### src/rtl/dma_gate_pkg.sv
package dma_gate_pkg;

    localparam int REG_W = 5;

    // bit positions of the control word
    localparam int B_MEN  = 0;
    localparam int B_NMI  = 1;
    localparam int B_AERR = 2;
    localparam int B_ALT  = 3;
    localparam int B_WIDE = 4;

    typedef struct packed {
        logic men;
        logic alt;
        logic wide;
        logic nmi;
        logic aerr;
        logic nmi_arm;
        logic aerr_arm;
    } ctl_t;

    // returns {flag, armed} for a sticky flag cleared by write-0-after-read-1
    function automatic logic [1:0] flag_step(
        input logic flag,
        input logic armed,
        input logic set_ev,
        input logic rd,
        input logic wr,
        input logic wbit
    );
        logic f;
        logic a;
        f = flag;
        a = armed;
        if (set_ev) begin
            f = 1'b1;
            a = 1'b0;
        end else if (wr && !wbit && armed) begin
            f = 1'b0;
            a = 1'b0;
        end else if (rd && flag) begin
            a = 1'b1;
        end
        return {f, a};
    endfunction

endpackage

### src/rtl/dma_ctl_reg.sv
module dma_ctl_reg
    import dma_gate_pkg::*;
(
    input  logic             clk,
    input  logic             rst_n,
    input  logic             reg_rd,
    input  logic             reg_wr,
    input  logic [REG_W-1:0] reg_wdata,
    input  logic             nmi_in,
    input  logic             aerr_in,
    output ctl_t             ctl
);

    ctl_t ctl_d, ctl_q;

    always_comb begin
        logic [1:0] nmi_step;
        logic [1:0] aerr_step;
        ctl_d = ctl_q;
        if (reg_wr) begin
            ctl_d.men  = reg_wdata[B_MEN];
            ctl_d.alt  = reg_wdata[B_ALT];
            ctl_d.wide = reg_wdata[B_WIDE];
        end
        nmi_step  = flag_step(ctl_q.nmi, ctl_q.nmi_arm, nmi_in,
                              reg_rd, reg_wr, reg_wdata[B_NMI]);
        aerr_step = flag_step(ctl_q.aerr, ctl_q.aerr_arm, aerr_in,
                              reg_rd, reg_wr, reg_wdata[B_AERR]);
        ctl_d.nmi      = nmi_step[1];
        ctl_d.nmi_arm  = nmi_step[0];
        ctl_d.aerr     = aerr_step[1];
        ctl_d.aerr_arm = aerr_step[0];
    end

    always_ff @(posedge clk or negedge rst_n) begin
        if (!rst_n) ctl_q <= '0;
        else        ctl_q <= ctl_d;
    end

    assign ctl = ctl_q;

endmodule

### src/rtl/dma_chan_gate.sv
module dma_chan_gate
    import dma_gate_pkg::*;
#(
    parameter int NUM_CH   = 8,
    parameter int NORM_EXT = 2,
    parameter int NARROW   = 4
) (
    input  ctl_t              ctl,
    input  logic [NUM_CH-1:0] ch_de,
    input  logic [NUM_CH-1:0] ch_te,
    input  logic [NUM_CH-1:0] ext_req,
    input  logic [NUM_CH-1:0] auto_req,
    input  logic [NUM_CH-1:0] periph_req,
    output logic [NUM_CH-1:0] permit,
    output logic [NUM_CH-1:0] req_eff
);

    logic global_ok;
    assign global_ok = ctl.men && !ctl.nmi && !ctl.aerr;

    for (genvar i = 0; i < NUM_CH; i++) begin : g_ch
        localparam bit IN_NARROW = (i < NARROW);
        localparam bit IN_NORM   = (i < NORM_EXT);
        logic exists;
        logic ext_ok;
        always_comb begin
            exists     = !ctl.alt || ctl.wide || IN_NARROW;
            ext_ok     = ctl.alt ? (ctl.wide || IN_NARROW) : IN_NORM;
            permit[i]  = global_ok && ch_de[i] && !ch_te[i] && exists;
            req_eff[i] = permit[i] &&
                         ((ext_req[i] && ext_ok) || auto_req[i] || periph_req[i]);
        end
    end

endmodule

### src/rtl/dma_prio_arb.sv
module dma_prio_arb #(
    parameter int NUM_CH = 8
) (
    input  logic [NUM_CH-1:0] req,
    output logic [NUM_CH-1:0] grant
);

    always_comb begin
        logic found;
        found = 1'b0;
        grant = '0;
        for (int i = 0; i < NUM_CH; i++) begin
            if (req[i] && !found) begin
                grant[i] = 1'b1;
                found    = 1'b1;
            end
        end
    end

endmodule

### src/rtl/dma_gate_ctrl.sv
module dma_gate_ctrl
    import dma_gate_pkg::*;
#(
    parameter int NUM_CH   = 8,
    parameter int NORM_EXT = 2,
    parameter int NARROW   = 4
) (
    input  logic             clk,
    input  logic             rst_n,
    input  logic             reg_rd,
    input  logic             reg_wr,
    input  logic [REG_W-1:0] reg_wdata,
    output logic [REG_W-1:0] reg_rdata,
    input  logic             nmi_in,
    input  logic             aerr_in,
    input  logic [NUM_CH-1:0] ch_de,
    input  logic [NUM_CH-1:0] ch_te,
    input  logic [NUM_CH-1:0] ext_req,
    input  logic [NUM_CH-1:0] auto_req,
    input  logic [NUM_CH-1:0] periph_req,
    output logic [NUM_CH-1:0] xfer_ok,
    output logic [NUM_CH-1:0] grant
);

    ctl_t              ctl;
    logic [NUM_CH-1:0] req_eff;

    dma_ctl_reg u_reg (
        .clk       (clk),
        .rst_n     (rst_n),
        .reg_rd    (reg_rd),
        .reg_wr    (reg_wr),
        .reg_wdata (reg_wdata),
        .nmi_in    (nmi_in),
        .aerr_in   (aerr_in),
        .ctl       (ctl)
    );

    dma_chan_gate #(
        .NUM_CH   (NUM_CH),
        .NORM_EXT (NORM_EXT),
        .NARROW   (NARROW)
    ) u_gate (
        .ctl        (ctl),
        .ch_de      (ch_de),
        .ch_te      (ch_te),
        .ext_req    (ext_req),
        .auto_req   (auto_req),
        .periph_req (periph_req),
        .permit     (xfer_ok),
        .req_eff    (req_eff)
    );

    dma_prio_arb #(.NUM_CH(NUM_CH)) u_arb (
        .req   (req_eff),
        .grant (grant)
    );

    always_comb begin
        reg_rdata         = '0;
        reg_rdata[B_MEN]  = ctl.men;
        reg_rdata[B_NMI]  = ctl.nmi;
        reg_rdata[B_AERR] = ctl.aerr;
        reg_rdata[B_ALT]  = ctl.alt;
        reg_rdata[B_WIDE] = ctl.wide;
    end

endmodule

### config.mk
export PLATFORM = sky130hd
export DESIGN_NAME = dma_gate_ctrl
export DESIGN_NICKNAME = d
export VERILOG_FILES = /design/src/rtl/dma_gate_pkg.sv /design/src/rtl/dma_ctl_reg.sv /design/src/rtl/dma_chan_gate.sv /design/src/rtl/dma_prio_arb.sv /design/src/rtl/dma_gate_ctrl.sv
export SDC_FILE = /design/constraint.sdc
export NUM_CORES = 1
export LEC_CHECK = 0
export BUFFER_PORTS_ARGS = -buffer_cell sky130_fd_sc_hd__buf_2
export CORE_AREA = 8 8 53 55
export DETAILED_ROUTE_END_ITERATION = 10
export DIE_AREA = 0 0 61 63
export PLACE_DENSITY = 0.83
export REMOVE_ABC_BUFFERS = 1
export SYNTH_ARGS = -nofsm -noshare
export SYNTH_HDL_FRONTEND = slang
export SYNTH_HIERARCHICAL = 1
export SYNTH_SLANG_ARGS = --single-unit
### constraint.sdc
create_clock -name clk -period 3.2 [get_ports clk]
set_clock_uncertainty 0.05 [all_clocks]
set_input_delay 0.8 -clock clk [delete_from_list [all_inputs] [get_ports clk]]
set_output_delay 0.8 -clock clk [all_outputs]
set_load 0.005 [all_outputs]
Yosys cells after proc, flatten, opt, wreduce, memory -nomap -nowiden:

Index checks and enable logic that the tools add are counted.

* muxes and demuxes: 26
* reduce and logical (&&, ||, !) cells: 90

Operators by type and width (count)
* 1-bit logical AND: 49
* 1-bit 2-to-1 mux: 26
* 1-bit logical NOT: 20
* 1-bit logical OR: 17
* 3-bit nonzero test: 2
* 2-bit nonzero test: 2

* register bits: 7
* input bits: 51
* output and inout port bits: 21
* logic and storage cells: 123

Logic depth before layout (Yosys ltp):

Gate-level depths: netlist of run 1.

* word-level depth: 28
* mapped depth: 6
* mapped depth without buffers: 4

By module:

The synthesis of run 1 kept the hierarchy.

Modules (own cells, without submodules)
* dma_ctl_reg: times used 1, cells each 24, area each 299.0 µm², sequential area each 175.2 µm²
* dma_chan_gate: times used 1, cells each 33, area each 252.7 µm², sequential area each 0.0 µm²
* dma_prio_arb: times used 1, cells each 11, area each 83.8 µm², sequential area each 0.0 µm²

Least setup slack after synthesis of run 1:

No wires, ideal clock.

* kind: input to output
* start point: input auto_req[1]
* end point: output grant[7]
* arrival: 1901 ps
* required time: 2350 ps
* setup slack: 449 ps
* stages: 4
* buffers on the path: 0
* cell sequence: nor3_1 > nor4b_1 > or4_4 > nor4_1

* longest elaborated chain between the ends: 23

RTL lines
* start, declared: line dma_gate_ctrl.sv:19 `input logic [NUM_CH-1:0] auto_req,`
* 1-bit logical OR (*) (2 in series): line dma_chan_gate.sv:31 `((ext_req[i] && ext_ok) || auto_req[i] || periph_req[i]);`
* 1-bit logical AND (*): line dma_chan_gate.sv:30 `req_eff[i] = permit[i] &&`
* net req_eff[1]: line dma_gate_ctrl.sv:26 `logic [NUM_CH-1:0] req_eff;`
* 1-bit logical AND (*): line dma_prio_arb.sv:13 `if (req[i] && !found) begin`
* 1-bit 2-to-1 mux (*): line dma_prio_arb.sv:13
* 1-bit logical NOT: line dma_prio_arb.sv:13
* 1-bit logical AND: line dma_prio_arb.sv:13
* 1-bit 2-to-1 mux (*): line dma_prio_arb.sv:13
* (+7 left out)
* 1-bit logical AND: line dma_prio_arb.sv:13
* 1-bit 2-to-1 mux (*): line dma_prio_arb.sv:13
* 1-bit logical NOT: line dma_prio_arb.sv:13
* 1-bit logical AND: line dma_prio_arb.sv:13
* 1-bit 2-to-1 mux (*): line dma_prio_arb.sv:13
* 1-bit logical NOT (*): line dma_prio_arb.sv:13
* 1-bit logical AND (*): line dma_prio_arb.sv:13
* 1-bit 2-to-1 mux (*): line dma_prio_arb.sv:13
* end, declared: line dma_gate_ctrl.sv:22 `output logic [NUM_CH-1:0] grant`

Mark *: on every way through the listed nets, which the timed path passes. The rest lies on a longest branch.

Worst setup path in the final report of run 1:

* start point: input auto_req[1]
* end point: output grant[6]

* longest elaborated chain between the ends: 20

RTL lines (line)
* 1-bit logical OR (*) (2 in series): dma_chan_gate.sv:31
* 1-bit logical AND (*): dma_chan_gate.sv:30
* net req_eff[1]: dma_gate_ctrl.sv:26
* 1-bit logical AND (*): dma_prio_arb.sv:13
* 1-bit 2-to-1 mux (*): dma_prio_arb.sv:13
* 1-bit logical NOT: dma_prio_arb.sv:13
* 1-bit logical AND: dma_prio_arb.sv:13
* 1-bit 2-to-1 mux (*): dma_prio_arb.sv:13
* (+4 left out)
* 1-bit logical AND: dma_prio_arb.sv:13
* 1-bit 2-to-1 mux (*): dma_prio_arb.sv:13
* 1-bit logical NOT: dma_prio_arb.sv:13
* 1-bit logical AND: dma_prio_arb.sv:13
* 1-bit 2-to-1 mux (*): dma_prio_arb.sv:13
* 1-bit logical NOT (*): dma_prio_arb.sv:13
* 1-bit logical AND (*): dma_prio_arb.sv:13
* 1-bit 2-to-1 mux (*): dma_prio_arb.sv:13

Marked as above.

==> results of run 1 <==
-- Yosys cell counts --
master	instances	area, um2
a211oi_1	2	15.0
a311oi_1	4	35.0
a31oi_1	2	12.5
a32o_1	1	10.0
buf_4	1	7.51
buf_6	1	11.3
buf_8	1	15.0
clkbuf_1	1	3.75
dfrtp_1	7	175
inv_1	3	11.3
mux2_2	3	33.8
nand2b_1	7	43.8
nand4bb_1	1	11.3
nor2_1	4	15.0
nor2b_1	3	18.8
nor2b_4	1	13.8
nor3_1	6	30.0
nor3b_1	6	45.0
nor4_1	3	18.8
nor4_2	2	25.0
nor4b_1	5	43.8
nor4b_2	1	15.0
o21ai_1	1	5.00
or3b_1	1	8.76
or4_4	1	11.3
-- per-layer routing --
| layer | wire [um] | GRT usage [%] | part of all wire [%] | vias up |
|---|---|---|---|---|
| li1 | - | - | - | 411 |
| met1 | 848 | 11.5 | 35 | 361 |
| met2 | 1260 | 22.8 | 53 | 42 |
| met3 | 242 | 2.67 | 10 | 5 |
| met4 | 49 | 5.25 | 2.0 | 0 |
| met5 | 0 | 0 | 0 | - |
-- final timing paths --
path,start,to,slack [ps],depth (start not counted)
max in group asynchronous,rst_n,u_reg/ctl[6],2640,1
worst min-delay path,rst_n,u_reg/ctl[3],310,1
min in group clk,u_reg/ctl[1],u_reg/ctl[3],430,1
worst max register to register,u_reg/ctl[5],u_reg/ctl[5],2240,1
worst min register to register,u_reg/ctl[1],u_reg/ctl[3],430,1
worst max-delay path,auto_req[1],grant[6],190,6
-- metrics by stage --
step | std cells | cell area, um2 | worst slack (ps) | power, mW | hold WS [ps]
4_1_cts | 169 | 1030 | 172 | 0.259 | 309
3_5_place_dp | 165 | 1000 | 152 | 0.175 | 425
6_report | 169 | 1030 | 194 | 0.254 | 313
3_3_place_gp | 165 | 1000 | 218 | 0.172 | 412
5_1_grt | 169 | 1030 | 39.2 | 0.274 | 304
2_1_floorplan | 64 | 598 | 366 | 0.129 | 400
-- logic make-up (layout without fill, tap and decap cells) --
kind of cell	count (synthesis)	in the layout
and+or+nand+nor	41	41
buffers and inverters	7	80
muxes	3	3
AOI/OAI and AO/OA	10	10
DFF	7	7
-- final cells by class --
class / instances / area share (%)
Clock buffer: 4 / 2.55
Inverter: 3 / 1.09
Multi-Input combinational cell: 54 / 40.1
Sequential cell: 7 / 17.0
Tap cell: 28 / 3.39
Timing Repair Buffer: 73 / 35.9
-- what timing repair did --
| action | CTS | global route |
|---|---|---|
| hold buffers | 0 | 0 |
| gates resized for setup | 1 | 0 |
| setup endpoints to repair | 2 | 0 |
-- power breakdown --
part	total (mW)	switching, mW	internal (mW)
combinational	0.0674	0.0272	0.0402
clock	0.0807	0.0331	0.0476
sequential	0.106	0.00982	0.0966
total	0.254	0.0700	0.184
-- placed cells by master (no fill, tap or decap), drive strengths merged --
cell type and instances:
o21ai 1, nor3 6, or3b 1, nand2b 7
or4 1, inv 3, dfrtp 7, buf 73
nor2b 4, a32o 1, mux2 3, nor4b 6
a311oi 4, nand4bb 1, a31oi 2, a211oi 2
nor2 4, nor3b 6, clkbuf 4, nor4 5
==> impl_metrics.py, run 1 <==
metrics = {
    "clock_tree": {
        "post-cts-setup-buffer-count": 0,
        "clock_latency_ps": 250,
        "clkTransAtPathRegs_ps": 50,
        "htreeDepth": 1,
        "cts_sinks": 7,
        "cts_tree": "built",
        "cts_inserted_buffers": 3,
        "cts_buffer_depth": 2,
        "cts.root.buffer_cell": "clkbuf_4",
    },
    "final_layout": {
        "regArea_um2": 175,
        "area_growth_pct": 62.4,
        "fin_util_pct": 50.0,
        "nFillCells": 220,
        "layout-drive-gt1-share_pct": 60.3,
        "antenna_cells": 0,
        "final_nets": 193,
        "multi_input_area_um2": 414,
        "largest_reg_flops": 7,
    },
    "flow_run": {
        "maxCapViolCount": 0,
    },
    "detailed_routing": {
        "first_pass_iters": 2,
        "vias_per_cell": 4.85,
        "ant_nets": 0,
        "route.vias.total": 819,
        "wl_um": 2400,
        "wl_per_cell_um": 14.2,
        "drtIter0Drc": 14,
        "remaining_drc_errors": 0,
    },
    "placement": {
        "place_congestion": 0.673,
        "portBuffers": 71,
        "dpl.hpwl_um": 2120,
    },
    "yosys": {
        "synth_compound_area_share_pct": 12.2,
        "synth_top_family_by_area": "simple AND/OR/NAND/NOR gates",
        "synth-adder-area-share_pct": 0,
        "syn_inst": 68,
        "syn_area_um2": 636,
        "ys_types": 25,
        "synthXorXnorAreaFrac_pct": 0,
        "yosys-mux-area-fraction_pct": 5.31,
        "synth-seq-area-share_pct": 27.6,
        "synth-simple-area-share_pct": 47.2,
        "yosysWarnings": 6,
        "synth_seq_cells": 7,
        "syn_area_per_cell_um2": 9.35,
    },
    "floorplanning": {
        "initial_core_util_pct": 30.8,
        "fp.dieW_um": 61,
        "die_h_um": 63,
        "design.die.area_um2": 3840,
        "core-area_um2": 2060,
        "pin_count": 72,
        "std_cell_rows": 17,
    },
    "timing": {
        "slew_headroom_pct": 63.2,
        "hold_viol": 0,
        "period_share_pct": 94.0,
        "setup_viol": 0,
        "rsz0062_at_grt": "no",
        "fin_crit_ps": 3010,
        "fmax_mhz": 333,
        "worst_pin_slew_ps": 551,
        "fin_tns_setup_ps": 0,
        "report.final.slew_viol_count": 0,
    },
    "global_routing": {
        "grt_max_degree": 17,
        "track_usage_pct": 12.0,
        "antenna_found_initial": 0,
        "grt_pass1_vias": 893,
        "grt_pass1_wl_um": 3670,
        "overflow": 0,
    },
    "hold_path": {
        "worstHoldPathType": "in2async",
    },
    "setup_path": {
        "slowest_delay_ps": 570,
        "worstSetupStartpointType": "primary input",
        "crit_family": "simple AND/OR/NAND/NOR gates",
        "cpMaxStageDelayCell": "or4_4",
        "critPathKind": "in2out",
        "path_buf_inv": 2,
        "cp-end-kind": "primary output",
        "required_ps": 2350,
        "crit_top_cell": "buf_2",
        "crit_chain": "buf_2 > nor3_1 > nor4b_1 > or4_4 > nor4b_2 > buf_2",
        "worstPathArrival_ps": 2160,
        "cp_max_fo": 4,
    },
    "power": {
        "leakagePower_nw": 0.516,
        "p_per_area_nw_per_um2": 246,
        "ir_worst_vdd_v": 0.000228,
    },
    "status": {
        "status": "finished, final reports clean",
    },
}
No activity file was read; power rests on OpenSTA's default activity.
==> inputs of run 2 (changes only) <==
--- a/config.mk
+++ b/config.mk
@@ -11,6 +11,7 @@
 export DIE_AREA = 0 0 61 63
 export PLACE_DENSITY = 0.83
 export REMOVE_ABC_BUFFERS = 1
+export SETUP_SLACK_MARGIN = 0.3
 export SYNTH_ARGS = -nofsm -noshare
 export SYNTH_HDL_FRONTEND = slang
 export SYNTH_HIERARCHICAL = 1
==> impl_metrics.py, run 2 (synthesis gave the netlist of run 1 again) <==
metrics = {
    "detailed_routing": {
        "route.vias.total": 842,
        "ant_nets": 0,
        "wl_per_cell_um": 15.3,
        "remaining_drc_errors": 0,
        "drtIter0Drc": 10,
        "vias_per_cell": 4.98,
        "first_pass_iters": 2,
        "wl_um": 2590,
    },
    "setup_path": {
        "slowest_delay_ps": 590,
        "cp_max_fo": 4,
        "path_buf_inv": 2,
        "required_ps": 2350,
        "worstSetupStartpointType": "primary input",
        "r2r_cells": 1,
        "cp-end-kind": "primary output",
        "crit_chain": "buf_6 > a211oi_4 > nor4b_2 > or4_4 > nor4b_4 > buf_2",
        "worstPathArrival_ps": 2140,
        "cp.depth": 6,
        "critPathKind": "in2out",
        "cpMaxStageDelayCell": "or4_4",
        "crit_family": "simple AND/OR/NAND/NOR gates",
    },
    "global_routing": {
        "antenna_found_initial": 0,
        "grt_pass1_wl_um": 3860,
        "grt_pass1_vias": 937,
        "overflow": 0,
        "track_usage_pct": 12.7,
        "grt_max_degree": 17,
    },
    "status": {
        "status": "finished, final reports clean",
    },
    "floorplanning": {
        "std_cell_rows": 17,
        "pin_count": 72,
        "fp.dieW_um": 61,
        "die_h_um": 63,
        "core-area_um2": 2060,
        "design.die.area_um2": 3840,
        "initial_core_util_pct": 30.8,
    },
    "final_layout": {
        "area_growth_pct": 78.0,
        "mostFrequentLayoutCells": "buf_2 (69), nand2b_1 (7), dfrtp_1 (6)",
        "final_common_cell": "buf_2",
        "antenna_cells": 0,
        "nFillCells": 210,
        "final_nets": 193,
        "regArea_um2": 176,
        "layout-drive-gt1-share_pct": 68.8,
        "largest_reg_flops": 7,
        "multi_input_area_um2": 499,
    },
    "power": {
        "p_int_uw": 188,
        "ir_worst_vdd_v": 0.000228,
        "power.total_uw": 265,
        "p_switching_uw": 76.6,
        "seq_power_share_pct": 40.7,
        "leakagePower_nw": 0.535,
        "p_per_area_nw_per_um2": 234,
        "p_sw_share_pct": 28.9,
        "p_clk_share_pct": 30.5,
        "pwr-share-comb_pct": 28.8,
    },
    "timing": {
        "fmax_mhz": 335,
        "fin_ws_ps": 211,
        "report.final.slew_viol_count": 0,
        "hold_viol": 0,
        "period_share_pct": 93.4,
        "slew_headroom_pct": 68.5,
        "setup_viol": 0,
        "rsz0062_at_grt": "yes",
        "fin_tns_setup_ps": 0,
        "fin_crit_ps": 2990,
        "worst_pin_slew_ps": 468,
    },
    "placement": {
        "place_congestion": 0.673,
        "place_ws_ps": 152,
        "portBuffers": 71,
        "dpl.hpwl_um": 2120,
    },
    "clock_tree": {
        "cts_tree": "built",
        "holdBufCountCts": 0,
        "clkTransAtPathRegs_ps": 50,
        "cts_inserted_buffers": 3,
        "cts_sinks": 7,
        "post-cts-setup-buffer-count": 0,
        "clock_latency_ps": 250,
        "cts_buffer_depth": 2,
        "htreeDepth": 1,
        "cts.root.buffer_cell": "clkbuf_4",
    },
    "hold_path": {
        "worstHoldPathType": "in2async",
    },
    "flow_run": {
        "maxCapViolCount": 0,
    },
}
## run 2: cell count changes in the layout (fill, tap and decap cells not counted), moves of 2 or more
cell      before  now
nor4b_1        5    1
nor4b_2        1    4
a211oi_1       2    0
buf_2         71   69
buf_6          0    2
nor4_1         3    1
## run 2: power by group through the flow
stage               Clock, mW  Sequential (mW)  Combinational, mW
floorplan                   0            0.105             0.0240
global placement            0            0.107             0.0644
detailed placement          0            0.108             0.0676
CTS                    0.0842            0.107             0.0707
global route           0.0916            0.109             0.0835
finish                 0.0809            0.108             0.0763
## run 2: final cells by class
cell class                      instances  share of cell area (%)
Inverter                                3                   0.996
Sequential cell                         7                    15.6
Tap cell                               28                    3.10
Clock buffer                            4                    2.32
Timing Repair Buffer                   73                    33.8
Multi-Input combinational cell         54                    44.1
## run 2: repair_timing
action | in CTS | in global routing
endpoints found under the setup margin | 8 | 7
gates resized for setup | 6 | 12
pin swaps | 4 | 1
## run 2: final timing paths
path,startpoint,to,slack [ps]
max,auto_req[3],grant[6],210
min,rst_n,u_reg/ctl[3],310
max reg2reg,u_reg/ctl[5],u_reg/ctl[5],2250
min reg2reg,u_reg/ctl[1],u_reg/ctl[3],430
max in group asynchronous,rst_n,u_reg/ctl[5],2630
min in group clk,u_reg/ctl[1],u_reg/ctl[3],430
## run 2: metal layers
layer	vias to the layer above	track usage, %	wire, um
li1	411	-	-
met4	0	6.12	69
met1	380	12.0	907
met2	44	23.8	1390
met5	-	0	0
met3	7	2.67	231
## run 2: stage by stage
step | std cells | utilization (%) | cell area (um2) | hold slack (ps)
floorplan | 64 | - | 598 | 400
global placement | 165 | 48.6 | 1000 | 412
detailed placement | 165 | 48.6 | 1000 | 425
CTS | 169 | 51.5 | 1060 | 309
global route | 169 | 54.8 | 1130 | 304
finish | 169 | 54.8 | 1130 | 313
==> inputs of run 3 (changes only) <==
==> constraint.sdc (replaced) <==
create_clock -name clk -period 2.9 [get_ports clk]
set_clock_uncertainty 0.05 [all_clocks]
set_input_delay 0.725 -clock clk [delete_from_list [all_inputs] [get_ports clk]]
set_output_delay 0.725 -clock clk [all_outputs]
set_load 0.005 [all_outputs]
==> impl_metrics.py, run 3 (synthesis gave the netlist of run 1 again) <==
metrics = {
    "placement": {
        "place_congestion": 0.693,
        "portBuffers": 71,
        "dpl.hpwl_um": 2130,
        "placed_cells": 167,
    },
    "final_layout": {
        "layout-drive-gt1-share_pct": 73.9,
        "area_growth_pct": 109,
        "final_common_cell": "buf_2",
        "final_nets": 205,
        "antenna_cells": 0,
        "largest_reg_flops": 7,
        "stdcell_count": 181,
        "mostFrequentLayoutCells": "buf_2 (66), buf_4 (11), buf_6 (7), nand2b_1 (7), dfrtp_1 (6)",
        "fin_util_pct": 64.4,
    },
    "detailed_routing": {
        "vias_per_cell": 4.87,
        "wl_um": 2630,
        "route.vias.total": 882,
        "drtIter0Drc": 22,
        "met3WireLength_um": 245,
        "wl_met2_um": 1480,
        "wl_per_cell_um": 14.5,
        "ant_nets": 0,
        "remaining_drc_errors": 0,
        "top_layer_used": "met4",
        "first_pass_iters": 3,
        "drt-met1-wl_um": 885,
    },
    "setup_path": {
        "crit_family": "simple AND/OR/NAND/NOR gates",
        "worstSetupStartpointType": "primary input",
        "r2r_cells": 1,
        "cp.depth": 6,
        "critPathKind": "in2out",
        "path_buf_inv": 2,
        "slowest_delay_ps": 580,
        "rrSetupSlack_ps": 1960,
        "worstPathArrival_ps": 2010,
        "cp-end-kind": "primary output",
        "cp_max_fo": 4,
        "cpMaxStageDelayCell": "or4_4",
        "required_ps": 2120,
        "crit_chain": "buf_6 > nor3_4 > nor4b_2 > or4_4 > nor4b_4 > buf_2",
    },
    "clock_tree": {
        "cts_buffer_depth": 2,
        "htreeDepth": 1,
        "holdBufCountCts": 0,
        "cts.root.buffer_cell": "clkbuf_4",
        "clock_latency_ps": 250,
        "cts_sinks": 7,
        "cts_inserted_buffers": 3,
        "cts_tree": "built",
        "clkTransAtPathRegs_ps": 50,
    },
    "flow_run": {
        "maxCapViolCount": 0,
    },
    "global_routing": {
        "grt_pass1_vias": 963,
        "track_usage_pct": 12.8,
        "grt_max_degree": 10,
        "overflow": 0,
        "grt_pass1_wl_um": 3970,
        "antenna_found_initial": 0,
    },
    "power": {
        "power.total_uw": 304,
        "p_per_area_nw_per_um2": 229,
        "leakagePower_nw": 0.627,
        "ir_worst_vdd_v": 0.000236,
    },
    "timing": {
        "fmax_mhz": 359,
        "period_share_pct": 96.0,
        "fin_crit_ps": 2780,
        "setup_viol": 0,
        "report.final.slew_viol_count": 0,
        "worst_pin_slew_ps": 450,
        "rsz0062_at_grt": "yes",
        "hold_viol": 0,
        "fin_tns_setup_ps": 0,
        "slew_headroom_pct": 69.8,
    },
    "floorplanning": {
        "core-area_um2": 2060,
        "design.die.area_um2": 3840,
        "std_cell_rows": 17,
        "initial_core_util_pct": 30.8,
        "die_h_um": 63,
        "fp.dieW_um": 61,
        "pin_count": 72,
    },
    "status": {
        "status": "finished, final reports clean",
    },
    "hold_path": {
        "worstHoldPathType": "in2async",
    },
}
==> run 3: cell types whose count changed in the layout (fill, tap and decap cells not counted), moves of 2 or more <==
cell | previous run | this run
nor3_4 | 0 | 2
buf_2 | 69 | 66
buf_4 | 2 | 11
buf_6 | 2 | 7
nor4_4 | 1 | 3
==> run 3: area by class of cell <==
cell class / instances / area (um2)
Timing Repair Buffer: 85 / 507
Clock buffer: 4 / 26.3
Inverter: 3 / 11.3
Sequential cell: 7 / 176
Tap cell: 28 / 35.0
Multi-Input combinational cell: 54 / 573
Fill cell: 167 / 734
==> run 3: worst paths after layout <==
path	start	to
worst max-delay path	ext_req[1]	grant[6]
worst min-delay path	rst_n	u_reg/ctl[1]
worst max register to register	u_reg/ctl[5]	u_reg/ctl[5]
worst min register to register	u_reg/ctl[1]	u_reg/ctl[3]
max in group asynchronous	rst_n	u_reg/ctl[5]
min in group clk	u_reg/ctl[1]	u_reg/ctl[3]
==> run 3: per-layer routing <==
| metal | global-route usage (%) | vias up |
|---|---|---|
| met2 | 25.5 | 39 |
| met1 | 12.1 | 409 |
| met5 | 0 | - |
| li1 | - | 432 |
| met3 | 2.67 | 2 |
| met4 | 3.50 | 0 |
==> run 3: power breakdown <==
part	internal (mW)	switching (mW)	leakage, nW
combinational	0.0580	0.0434	0.534
sequential	0.107	0.0113	0.0781
clock	0.0523	0.0324	0.0150
==> run 3: per-stage QoR <==
step,hold slack (ps),setup slack [ps],instance area [um2]
CTS,243,102,1250
global route,250,27.0,1330
finish,248,116,1330
detailed placement,422,38.9,1020
floorplan,379,141,598
global placement,414,79.2,1020
==> run 3: repair_timing <==
| item | in CTS | in global routing |
|---|---|---|
| setup buffers | 8 | 2 |
| setup endpoints to repair | 8 | 7 |
| pin swaps | 8 | 6 |
| gates resized for setup | 26 | 10 |
| endpoints found under the hold margin | 0 | 0 |
| gates cloned | 0 | 0 |
